--- config.mk ---
export PLATFORM = sky130hd
export DESIGN_NAME = potcmd_frontend
export DESIGN_NICKNAME = d
export VERILOG_FILES = /design/src/rtl/potcmd_pkg.sv /design/src/rtl/potcmd_linesync.sv /design/src/rtl/potcmd_decode.sv /design/src/rtl/potcmd_frontend.sv
export SDC_FILE = /design/constraint.sdc
export NUM_CORES = 1
export LEC_CHECK = 0
export BUFFER_PORTS_ARGS = -buffer_cell sky130_fd_sc_hd__buf_2
export CAP_MARGIN = 20
export CORE_UTILIZATION = 60
export DETAILED_ROUTE_END_ITERATION = 8
export PLACE_DENSITY = 0.87
export SLEW_MARGIN = 20
export SYNTH_ARGS = -nofsm -noshare
export SYNTH_HDL_FRONTEND = slang
export SYNTH_SLANG_ARGS = --single-unit
--- constraint.sdc ---
create_clock -name clk -period 5.52 [get_ports clk]
set_clock_uncertainty 0.15 [all_clocks]
set_input_delay 1.104 -clock clk [delete_from_list [all_inputs] [get_ports clk]]
set_output_delay 1.104 -clock clk [all_outputs]
set_load 0.005 [all_outputs]
--- src/rtl/potcmd_pkg.sv ---
// Package: shared constants and types for the potentiometer command front-end.
// Assumes bytes are eight bits wide and opcodes four bits wide.
package potcmd_pkg;

    localparam int BYTE_W = 8;
    localparam int CNT_W  = $clog2(BYTE_W + 1);

    localparam logic [3:0] OP_STEP      = 4'h2;
    localparam logic [3:0] OP_GXFER     = 4'h1;
    localparam logic [3:0] OP_GSAVE     = 4'h8;
    localparam logic [3:0] OP_RD_WIPER  = 4'h9;
    localparam logic [3:0] OP_WR_WIPER  = 4'hA;
    localparam logic [3:0] OP_RD_REG    = 4'hB;
    localparam logic [3:0] OP_WR_REG    = 4'hC;
    localparam logic [3:0] OP_XFER      = 4'hD;
    localparam logic [3:0] OP_SAVE      = 4'hE;

    typedef enum logic [2:0] {
        CL_BAD,
        CL_XFER,
        CL_XFER_NV,
        CL_READ,
        CL_WRITE,
        CL_WRITE_NV,
        CL_STEP
    } cmd_class_t;

    typedef enum logic [3:0] {
        ST_IDLE,
        ST_ADDR,
        ST_AACK,
        ST_INSTR,
        ST_IACK,
        ST_WDATA,
        ST_WACK,
        ST_RDATA,
        ST_RACK,
        ST_DONE,
        ST_STEP,
        ST_IGNORE
    } bus_state_t;

endpackage

--- src/rtl/potcmd_linesync.sv ---
// Module: synchronizes SCL and SDA into the system clock domain and flags
// SCL edges and start/stop conditions.
// Assumes the system clock runs several times faster than SCL and that both
// lines idle high. The outputs lag the pins by SYNC_STAGES+1 cycles.
module potcmd_linesync #(
    parameter int SYNC_STAGES = 2
) (
    input  logic clk,
    input  logic rst_n,
    input  logic scl_i,
    input  logic sda_i,
    output logic sda_s,
    output logic scl_rise,
    output logic scl_fall,
    output logic start_det,
    output logic stop_det
);
    logic [SYNC_STAGES-1:0] scl_p;
    logic [SYNC_STAGES-1:0] sda_p;
    logic                   scl_q;
    logic                   sda_q;
    logic                   scl_s;

    for (genvar i = 0; i < SYNC_STAGES; i++) begin : g_stage
        if (i == 0) begin : g_first
            // First stage: capture the raw pin levels.
            always_ff @(posedge clk) begin
                if (!rst_n) begin
                    scl_p[0] <= 1'b1;
                    sda_p[0] <= 1'b1;
                end else begin
                    scl_p[0] <= scl_i;
                    sda_p[0] <= sda_i;
                end
            end
        end else begin : g_next
            // Later stages: pass the level one flop further.
            always_ff @(posedge clk) begin
                if (!rst_n) begin
                    scl_p[i] <= 1'b1;
                    sda_p[i] <= 1'b1;
                end else begin
                    scl_p[i] <= scl_p[i-1];
                    sda_p[i] <= sda_p[i-1];
                end
            end
        end
    end

    assign scl_s = scl_p[SYNC_STAGES-1];
    assign sda_s = sda_p[SYNC_STAGES-1];

    // Hold the previous synchronized levels for edge comparison.
    always_ff @(posedge clk) begin
        if (!rst_n) begin
            scl_q <= 1'b1;
            sda_q <= 1'b1;
        end else begin
            scl_q <= scl_s;
            sda_q <= sda_s;
        end
    end

    // Edge and bus-condition flags from current versus previous level.
    always_comb begin
        scl_rise  = scl_s & ~scl_q;
        scl_fall  = ~scl_s & scl_q;
        start_det = scl_s & scl_q & sda_q & ~sda_s;
        stop_det  = scl_s & scl_q & ~sda_q & sda_s;
    end

endmodule

--- src/rtl/potcmd_decode.sv ---
// Module: maps a four-bit opcode to its command class.
// Assumes nine legal opcodes. Every other code maps to CL_BAD.
module potcmd_decode
    import potcmd_pkg::*;
(
    input  logic [3:0]  op,
    output cmd_class_t  cls
);
    // Pure lookup of the class for each opcode.
    always_comb begin
        case (op)
            OP_XFER, OP_GXFER:       cls = CL_XFER;
            OP_SAVE, OP_GSAVE:       cls = CL_XFER_NV;
            OP_RD_WIPER, OP_RD_REG:  cls = CL_READ;
            OP_WR_WIPER:             cls = CL_WRITE;
            OP_WR_REG:               cls = CL_WRITE_NV;
            OP_STEP:                 cls = CL_STEP;
            default:                 cls = CL_BAD;
        endcase
    end

endmodule

--- src/rtl/potcmd_frontend.sv ---
// Module: two-wire slave front-end that turns bus traffic into decoded
// potentiometer commands. It checks the address (and suppresses the
// acknowledge while a nonvolatile write is busy), decodes the instruction,
// moves a third data byte in either direction, and hands the bus to the
// stepper for step commands.
// Assumes an open-drain bus. sda_oe_o high means pull SDA low.
module potcmd_frontend
    import potcmd_pkg::*;
#(
    parameter int         SYNC_STAGES = 2,
    parameter logic [3:0] DEV_CODE    = 4'b0101
) (
    input  logic        clk,
    input  logic        rst_n,
    input  logic        scl_i,
    input  logic        sda_i,
    output logic        sda_oe_o,
    input  logic [3:0]  dev_addr_i,
    input  logic        nv_busy_i,
    input  logic [7:0]  rd_data_i,
    output logic        cmd_valid_o,
    output logic [3:0]  cmd_op_o,
    output logic [1:0]  cmd_reg_o,
    output logic [1:0]  cmd_pot_o,
    output logic [7:0]  cmd_data_o,
    output logic        nv_start_o,
    output logic        incdec_o
);
    localparam logic [CNT_W-1:0] FULL_CNT = CNT_W'(BYTE_W);
    localparam logic [CNT_W-1:0] LAST_TX  = CNT_W'(BYTE_W - 1);

    logic              sda_s, scl_rise, scl_fall, start_det, stop_det;
    bus_state_t        st_q;
    logic [CNT_W-1:0]  cnt_q;
    logic [BYTE_W-1:0] sh_q;
    logic              ack_q, pend_q, valid_q, nvst_q;
    logic [3:0]        op_q;
    logic [1:0]        reg_q, pot_q;
    logic [BYTE_W-1:0] data_q;
    cmd_class_t        cls_q, sh_cls;
    logic              receiving, addr_ok;

    potcmd_linesync #(.SYNC_STAGES(SYNC_STAGES)) u_sync (
        .clk       (clk),
        .rst_n     (rst_n),
        .scl_i     (scl_i),
        .sda_i     (sda_i),
        .sda_s     (sda_s),
        .scl_rise  (scl_rise),
        .scl_fall  (scl_fall),
        .start_det (start_det),
        .stop_det  (stop_det)
    );

    potcmd_decode u_dec (
        .op  (sh_q[7:4]),
        .cls (sh_cls)
    );

    // States in which the block shifts in bits from the master.
    always_comb begin
        receiving = (st_q == ST_ADDR) || (st_q == ST_INSTR) || (st_q == ST_WDATA);
        addr_ok   = (sh_q[7:4] == DEV_CODE) && (sh_q[3:0] == dev_addr_i);
    end

    // Main bus sequencer: conditions first, then SCL edges.
    always_ff @(posedge clk) begin
        if (!rst_n) begin
            st_q    <= ST_IDLE;
            cnt_q   <= '0;
            sh_q    <= '0;
            ack_q   <= 1'b0;
            pend_q  <= 1'b0;
            valid_q <= 1'b0;
            nvst_q  <= 1'b0;
            op_q    <= '0;
            reg_q   <= '0;
            pot_q   <= '0;
            data_q  <= '0;
            cls_q   <= CL_BAD;
        end else begin
            valid_q <= 1'b0;
            nvst_q  <= 1'b0;
            if (start_det) begin
                st_q   <= ST_ADDR;
                cnt_q  <= '0;
                ack_q  <= 1'b0;
                pend_q <= 1'b0;
            end else if (stop_det) begin
                if (st_q == ST_DONE && pend_q) begin
                    valid_q <= 1'b1;
                    nvst_q  <= 1'b1;
                end
                st_q   <= ST_IDLE;
                ack_q  <= 1'b0;
                pend_q <= 1'b0;
            end else if (scl_rise) begin
                if (receiving) begin
                    sh_q  <= {sh_q[BYTE_W-2:0], sda_s};
                    cnt_q <= cnt_q + CNT_W'(1);
                end
            end else if (scl_fall) begin
                case (st_q)
                    ST_ADDR: if (cnt_q == FULL_CNT) begin
                        cnt_q <= '0;
                        if (addr_ok && !nv_busy_i) begin
                            ack_q <= 1'b1;
                            st_q  <= ST_AACK;
                        end else begin
                            st_q  <= ST_IGNORE;
                        end
                    end
                    ST_AACK: begin
                        ack_q <= 1'b0;
                        st_q  <= ST_INSTR;
                    end
                    ST_INSTR: if (cnt_q == FULL_CNT) begin
                        cnt_q <= '0;
                        op_q  <= sh_q[7:4];
                        reg_q <= sh_q[3:2];
                        pot_q <= sh_q[1:0];
                        cls_q <= sh_cls;
                        if (sh_cls != CL_BAD) begin
                            ack_q <= 1'b1;
                            st_q  <= ST_IACK;
                        end else begin
                            st_q  <= ST_IGNORE;
                        end
                    end
                    ST_IACK: begin
                        ack_q <= 1'b0;
                        cnt_q <= '0;
                        case (cls_q)
                            CL_XFER: begin
                                valid_q <= 1'b1;
                                st_q    <= ST_DONE;
                            end
                            CL_XFER_NV: begin
                                pend_q <= 1'b1;
                                st_q   <= ST_DONE;
                            end
                            CL_READ: begin
                                sh_q   <= rd_data_i;
                                data_q <= rd_data_i;
                                st_q   <= ST_RDATA;
                            end
                            CL_WRITE, CL_WRITE_NV: st_q <= ST_WDATA;
                            CL_STEP: begin
                                valid_q <= 1'b1;
                                st_q    <= ST_STEP;
                            end
                            default: st_q <= ST_IGNORE;
                        endcase
                    end
                    ST_WDATA: if (cnt_q == FULL_CNT) begin
                        cnt_q  <= '0;
                        data_q <= sh_q;
                        ack_q  <= 1'b1;
                        st_q   <= ST_WACK;
                    end
                    ST_WACK: begin
                        ack_q <= 1'b0;
                        st_q  <= ST_DONE;
                        if (cls_q == CL_WRITE_NV) pend_q  <= 1'b1;
                        else                      valid_q <= 1'b1;
                    end
                    ST_RDATA: begin
                        if (cnt_q == LAST_TX) begin
                            cnt_q <= '0;
                            st_q  <= ST_RACK;
                        end else begin
                            sh_q  <= {sh_q[BYTE_W-2:0], 1'b0};
                            cnt_q <= cnt_q + CNT_W'(1);
                        end
                    end
                    ST_RACK: begin
                        valid_q <= 1'b1;
                        st_q    <= ST_DONE;
                    end
                    default: ;
                endcase
            end
        end
    end

    // Output drive: acknowledge or the current read bit when it is zero.
    always_comb begin
        sda_oe_o    = ack_q | ((st_q == ST_RDATA) & ~sh_q[BYTE_W-1]);
        cmd_valid_o = valid_q;
        nv_start_o  = nvst_q;
        incdec_o    = (st_q == ST_STEP);
        cmd_op_o    = op_q;
        cmd_reg_o   = reg_q;
        cmd_pot_o   = pot_q;
        cmd_data_o  = data_q;
    end

endmodule

# After elaboration in Yosys (flattened, before gate mapping)

Memories as Yosys holds them, arrays and structs flattened. A register that Yosys moved wholly into a read port is not among the register bits.
Index checks and enable logic that the tools add are counted.
Widths: inputs -> output; s select.

Register bits after elaboration: 45
ROM bits: 48
Input port bits: 17
Output and inout port bits: 20
Logic and storage cells: 154
Memories: 1

$add $sub $neg: 1
Equal/unequal tests: 38
Mux-type cells: 44
Bitwise operators: 18
Reduce and logical (&&, ||, !) cells: 33

Memories:

| name             | words | width | read ports | clocked after memory_dff | write ports | RTL line            | text |
|---|---|---|---|---|---|---|---|
| (name not given) | 16    | 3     | 1          | 1                        | 0           | potcmd_decode.sv:11 | `case (op)` |

Operator list:

| operator           | number |
|---|---|
| $mux 4             | 13 |
| $mux 8             | 6 |
| $pmux 8 s2         | 2 |
| $pmux 4 s7         | 1 |
| $reduce_and 7->1   | 4 |
| $eq 4x3->1 const B | 6 |
| $mux 1             | 17 |
| $eq 4x4->1 const B | 4 |
| $pmux 4 s4         | 1 |
| $ne 2x1->1 const B | 6 |
| $ne 4x3->1 const B | 3 |
| $pmux 4 s3         | 1 |
| $reduce_or 3->1    | 4 |
| $reduce_and 5->1   | 2 |
| $reduce_or 2->1    | 5 |
| $eq 3x3->1 const B | 3 |
| $not 1->1          | 9 |
| $reduce_bool 3->1  | 3 |
| $reduce_bool 9->1  | 1 |
| $and 1x1->1        | 8 |
| $eq 4x2->1 const B | 2 |
| $ne 2x2->1 const B | 4 |
| $reduce_and 8->1   | 1 |
| $reduce_bool 4->1  | 2 |
| other kinds (18)   | 26 |

# Longest topological paths before layout

Depth in word-level cells: 10
Mapped depth: 9
Depth with buffers taken out: 8

# Hierarchy

Synthesis repeated with hierarchy kept, for this count alone.

Cells, all modules: 291
Area total of the unflattened synthesis: 2513.7 um^2

Modules (own cells, without submodules):

| module          | instances | cells an instance | area each (um^2) | seq. area each (um^2) |
|---|---|---|---|---|
| potcmd_frontend | 1         | 264               | 2235.9           | 780.7 |
| potcmd_linesync | 1         | 16                | 190.2            | 120.1 |
| potcmd_decode   | 1         | 11                | 87.6             | 0.0 |

# Worst setup path before layout

Ideal clock, no wire load.

Kind: in2reg
Start: input port nv_busy_i
End: register st_q[0]
Library setup time: 0.120 ns
Data arrival time: 2.512 ns
Required time: 5.250 ns
Slack: 2.738 ns
Stages: 6
Path buffers: 0
Cell sequence: or3b_2 -> nor4_1 -> o211ai_1 -> a32oi_1 -> a211oi_1 -> o31a_1

Cells in the longest elaborated chain, start to end: 9

Ends and longest elaborated chain:

| element              | RTL line               | text |
|---|---|---|
| start, declared      | potcmd_frontend.sv:19  | `input logic nv_busy_i,` |
| $logic_not 1->1      | potcmd_frontend.sv:106 | `if (addr_ok && !nv_busy_i) begin` |
| $logic_and 1x1->1    | potcmd_frontend.sv:106 |  |
| $mux 4               | potcmd_frontend.sv:106 |  |
| $mux 4               | potcmd_frontend.sv:104 | `ST_ADDR: if (cnt_q == FULL_CNT) begin` |
| $pmux 4 s7           | potcmd_frontend.sv:103 | `case (st_q)` |
| $mux 1               | potcmd_frontend.sv:102 | `end else if (scl_fall) begin` |
| $mux 1               | potcmd_frontend.sv:97  | `end else if (scl_rise) begin` |
| $mux 1               | potcmd_frontend.sv:89  | `end else if (stop_det) begin` |
| $mux 1               | potcmd_frontend.sv:84  | `if (start_det) begin` |
| end signal, assigned | potcmd_frontend.sv:85  | `st_q <= ST_ADDR;` |
| end signal, assigned | potcmd_frontend.sv:94  | `st_q <= ST_IDLE;` |
| end signal, assigned | potcmd_frontend.sv:108 | `st_q <= ST_AACK;` |
| end, declared        | potcmd_frontend.sv:33  | `bus_state_t st_q;` |

No other way between the ends. The select of a mux whose other input is x is not followed.
A chain may end at the register's enable or synchronous reset.

# Worst setup path after layout

Start: register st_q[0]
End: register, netlist name u_dec.cls[1]

Cells in the longest elaborated chain, start to end: 7
Elaborated cells on any way between the ends: 17
Those cells by class: eq/ne: 8; mux: 5; reduce/logical: 4

Ends and longest elaborated chain:

| element                                         | RTL line              | text |
|---|---|---|
| start signal, assigned                          | potcmd_frontend.sv:69 | `st_q <= ST_IDLE;` |
| start signal, assigned                          | potcmd_frontend.sv:85 |  |
| start signal, assigned                          | potcmd_frontend.sv:94 |  |
| $eq 4x1->1 / $eq 4x2->1 (equally long branches) | potcmd_frontend.sv:62 | `receiving = (st_q == ST_ADDR) \|\| (st_q == ST_INSTR) \|\| (st_q == ST_WDATA);` |
| $logic_or 1x1->1 (2 in series)                  | potcmd_frontend.sv:62 |  |
| $ne 2x1->1 (no source line)                     | -                     |  |
| $reduce_and 7->1 (no source line)               | -                     |  |
| $mux 4 (no source line) * (2 in series)         | -                     |  |

Mark *: on every way between the ends. The rest lies on a longest branch, timed or not. The select of a mux whose other input is x is not followed.

==> impl_metrics.json <==
{
  "finalCriticalPeriod_ps": 3320,
  "wirelength_mm": 6.26,
  "fin_area_sq_um": 3000,
  "core_sq_um": 4350,
  "diodes": 0,
  "path_delay_family": "compound AO/OA/AOI/OAI gates",
  "post-cts-setup-buffer-count": 0,
  "insertion_delay_ps": 310,
  "power_density_nw_per_um2": 235,
  "required_ps": 5580,
  "antenna_found_initial": 0,
  "cts_root_buf": "clkbuf_8",
  "drt-vias-per-instance": 6.14,
  "placed_area_sq_um": 2860,
  "route.met2.wl_mm": 2.93,
  "drc_errors": 0,
  "ys_types": 58,
  "p_leak_nw": 1.24,
  "clockPowerShare_pct": 43.2,
  "cp_num_buf_inv": 0,
  "wl_met3_um": 444,
  "ys_seq_area_share_pct": 35.4,
  "grt_usage_pct": 26.6,
  "reg2reg_slack_ps": 2200,
  "worst-path-max-fanout": 19,
  "regArea_sq_um": 961,
  "seqPwrFrac_pct": 50.4,
  "fmax_mhz": 301,
  "maxSlewHeadroom_pct": 29.3,
  "worstSetupPathType": "reg -> reg",
  "cts_buffers": 5,
  "rsz0062_at_grt": "false",
  "slew_violations": 0,
  "period_share_pct": 60.1,
  "cts_max_path_buffers": 2,
  "synth_seq_cells": 48,
  "grt_pass1_wl_mm": 10.3,
  "die_height_um": 69.2,
  "swShare_pct": 22.0,
  "drive_above_1_share_pct": 16.5,
  "synth-edff-count": 0,
  "start_util_pct": 62.3,
  "cts_resized": 0,
  "met1_length_mm": 2.79,
  "cts_tree": "built",
  "syn_area_sq_um": 2710,
  "placedCellCount": 389,
  "setup_tns_ps": 0,
  "total_power_mw": 0.705,
  "synth_area_per_cell_sq_um": 8.42,
  "crit_path_cell_trace": "and4b_1 -> o211ai_2 -> a2111oi_4 -> mux2i_1 -> nor2_1 -> mux2_1",
  "setup_viol": 0,
  "cts.htree.levels": 2,
  "hold_class": "reg -> reg",
  "ant_nets": 0,
  "cp_data_arrival_time_ps": 3380,
  "drtPass1Iterations": 4,
  "grt_pass1_vias": 2134,
  "pin_count": 37,
  "cts_sinks": 48,
  "instances_no_fill": 397,
  "status": "completed",
  "tightestPinTransition_ps": 1050,
  "end_kind": "flop",
  "cap_violations": 0,
  "synth_warnings": 0,
  "peakVddDrop_mv": 0.282,
  "num-fill-cells": 345,
  "io_buffers": 36,
  "fin_nets": 366,
  "top_layer": "met4",
  "syn-num-nets": 344,
  "vias": 2437,
  "async_flop_share_pct": 0,
  "rows": 24,
  "dpl.hpwl_mm": 4.60,
  "combPwrFrac_pct": 6.4,
  "synthFlopType": "dfxtp_1",
  "cts_hold_buf": 0,
  "p_int_mw": 0.549,
  "p_switching_mw": 0.155,
  "grt_max_degree": 27,
  "dp_worst_setup_slack_ps": 2270,
  "cp_slowest_cell": "a2111oi_4",
  "post_drt_wl_per_cell_um": 15.8,
  "slowest_delay_ps": 790,
  "finalHoldViolCount": 0,
  "clkTransAtPathRegs_ps": 90,
  "multi_input_area_sq_um": 1600,
  "gp_congestion": 0.911,
  "syn_inst": 322,
  "overflow": 0,
  "drtIter0Drc": 270,
  "die_w_um": 69.2,
  "cp-start-kind": "flop",
  "dieArea_sq_um": 4790,
  "setup_ws_ps": 2200,
  "syn_to_final_growth_pct": 10.6
}
-- power by group through the flow --
| stage | Clock, mW | Sequential, mW | Combinational, mW |
|---|---|---|---|
| 2_1_floorplan | 0 | 0.359 | 0.0344 |
| 3_3_place_gp | 0 | 0.362 | 0.0433 |
| 3_5_place_dp | 0 | 0.363 | 0.0439 |
| 4_1_cts | 0.307 | 0.355 | 0.0445 |
| 5_1_grt | 0.323 | 0.355 | 0.0491 |
| 6_report | 0.305 | 0.355 | 0.0450 |
-- logic make-up (layout without fill, tap and decap cells) --
family | count (synthesis) | in the layout | synth area share [%]
buffers and inverters | 35 | 58 | 5.63
XOR/XNOR | 10 | 10 | 3.23
adder cells (fa/ha/maj) | 5 | 5 | 2.31
flip-flops | 48 | 48 | 35.4
AO/OA/AOI/OAI | 76 | 76 | 20.1
multiplexers | 24 | 24 | 9.36
AND/OR/NAND/NOR | 124 | 124 | 23.9
-- through the flow --
stage          utilization [%]  hold WS [ps]
3_5_place_dp              65.7           251
4_1_cts                   68.9           274
2_1_floorplan                -           236
3_3_place_gp              65.7           240
5_1_grt                   68.9           305
6_report                  68.9           269
-- state kept, by name, indices dropped and copies added (netlist names), 2 cells and up --
name / count
cmd_pot_o: 2
cmd_data_o: 8
u_dec.cls: 3
cnt_q: 4
cmd_reg_o: 2
cmd_op_o: 4
st_q: 4
sh_q: 8
cls_q: 3
-- routing by layer --
layer	up-vias	track usage (%)
li1	1199	-
met1	1132	37.3
met2	96	41.0
met3	10	5.52
met4	0	8.39
met5	-	0
-- cell usage in the layout (no fill, tap or decap), types with 5 or more instances in the layout --
cell type,instances
nand2b_1,9
xor2_1,7
inv_1,13
buf_2,36
ha_1,5
mux2i_1,22
o21ai_0,19
dfxtp_1,48
clkbuf_8,5
nor2_1,44
nor3_1,9
a211oi_1,10
nand2_1,22
a21oi_1,11
a311oi_1,5
o211ai_1,7
nand3_1,7
-- final timing paths --
kind                              start                       to  depth (start not counted)
max                st_q[0]$_SDFFE_PN0P_     u_dec.cls[1]$_DFF_P_                          6
max reg2reg        st_q[0]$_SDFFE_PN0P_     u_dec.cls[1]$_DFF_P_                          6
min          u_sync.scl_p[0]$_SDFF_PN1_  u_sync.scl_s$_SDFF_PN1_                          1
min reg2reg  u_sync.scl_p[0]$_SDFF_PN1_  u_sync.scl_s$_SDFF_PN1_                          1
-- worst register-to-register path: stages, from the launching register on --
cell	delay (ps)
dfxtp_1	750
and4b_1	520
o211ai_2	150
a2111oi_4	790
mux2i_1	460
nor2_1	90
mux2_1	320
-- cells in the mapped netlist (2+ instances only) --
library cell	instances	share of area [%]
a211oi_1	10	2.8
a21o_1	2	0.55
a21oi_1	11	2.0
a22oi_1	2	0.55
a311oi_1	5	1.6
a31o_2	4	1.3
a31oi_1	3	0.69
a32oi_1	2	0.65
and2_1	3	0.69
and3_1	2	0.46
buf_2	4	0.74
buf_4	2	0.55
clkbuf_1	12	1.7
dfxtp_1	48	35
ha_1	5	2.3
inv_1	13	1.8
mux2i_1	22	8.1
nand2_1	22	3.0
nand2b_1	9	2.1
nand3_1	7	1.3
nand3b_1	3	0.83
nand4bb_1	2	0.83
nor2_1	44	6.1
nor2b_1	2	0.46
nor3_1	10	1.8
nor4_1	2	0.46
nor4b_1	3	0.97
o211a_1	2	0.74
o211ai_1	7	1.9
o21ai_0	19	3.5
or2_2	2	0.46
or3_1	4	0.92
xnor2_1	3	0.97
xor2_1	7	2.3
-- final cells by class --
| class | instances | area share, % |
|---|---|---|
| Sequential cell | 48 | 32.0 |
| Inverter | 14 | 1.75 |
| Clock buffer | 5 | 2.29 |
| Tap cell | 52 | 2.17 |
| Timing Repair Buffer | 36 | 6.01 |
| Clock inverter | 3 | 2.29 |
| Multi-Input combinational cell | 239 | 53.5 |
(Power assumes the default switching activity.)
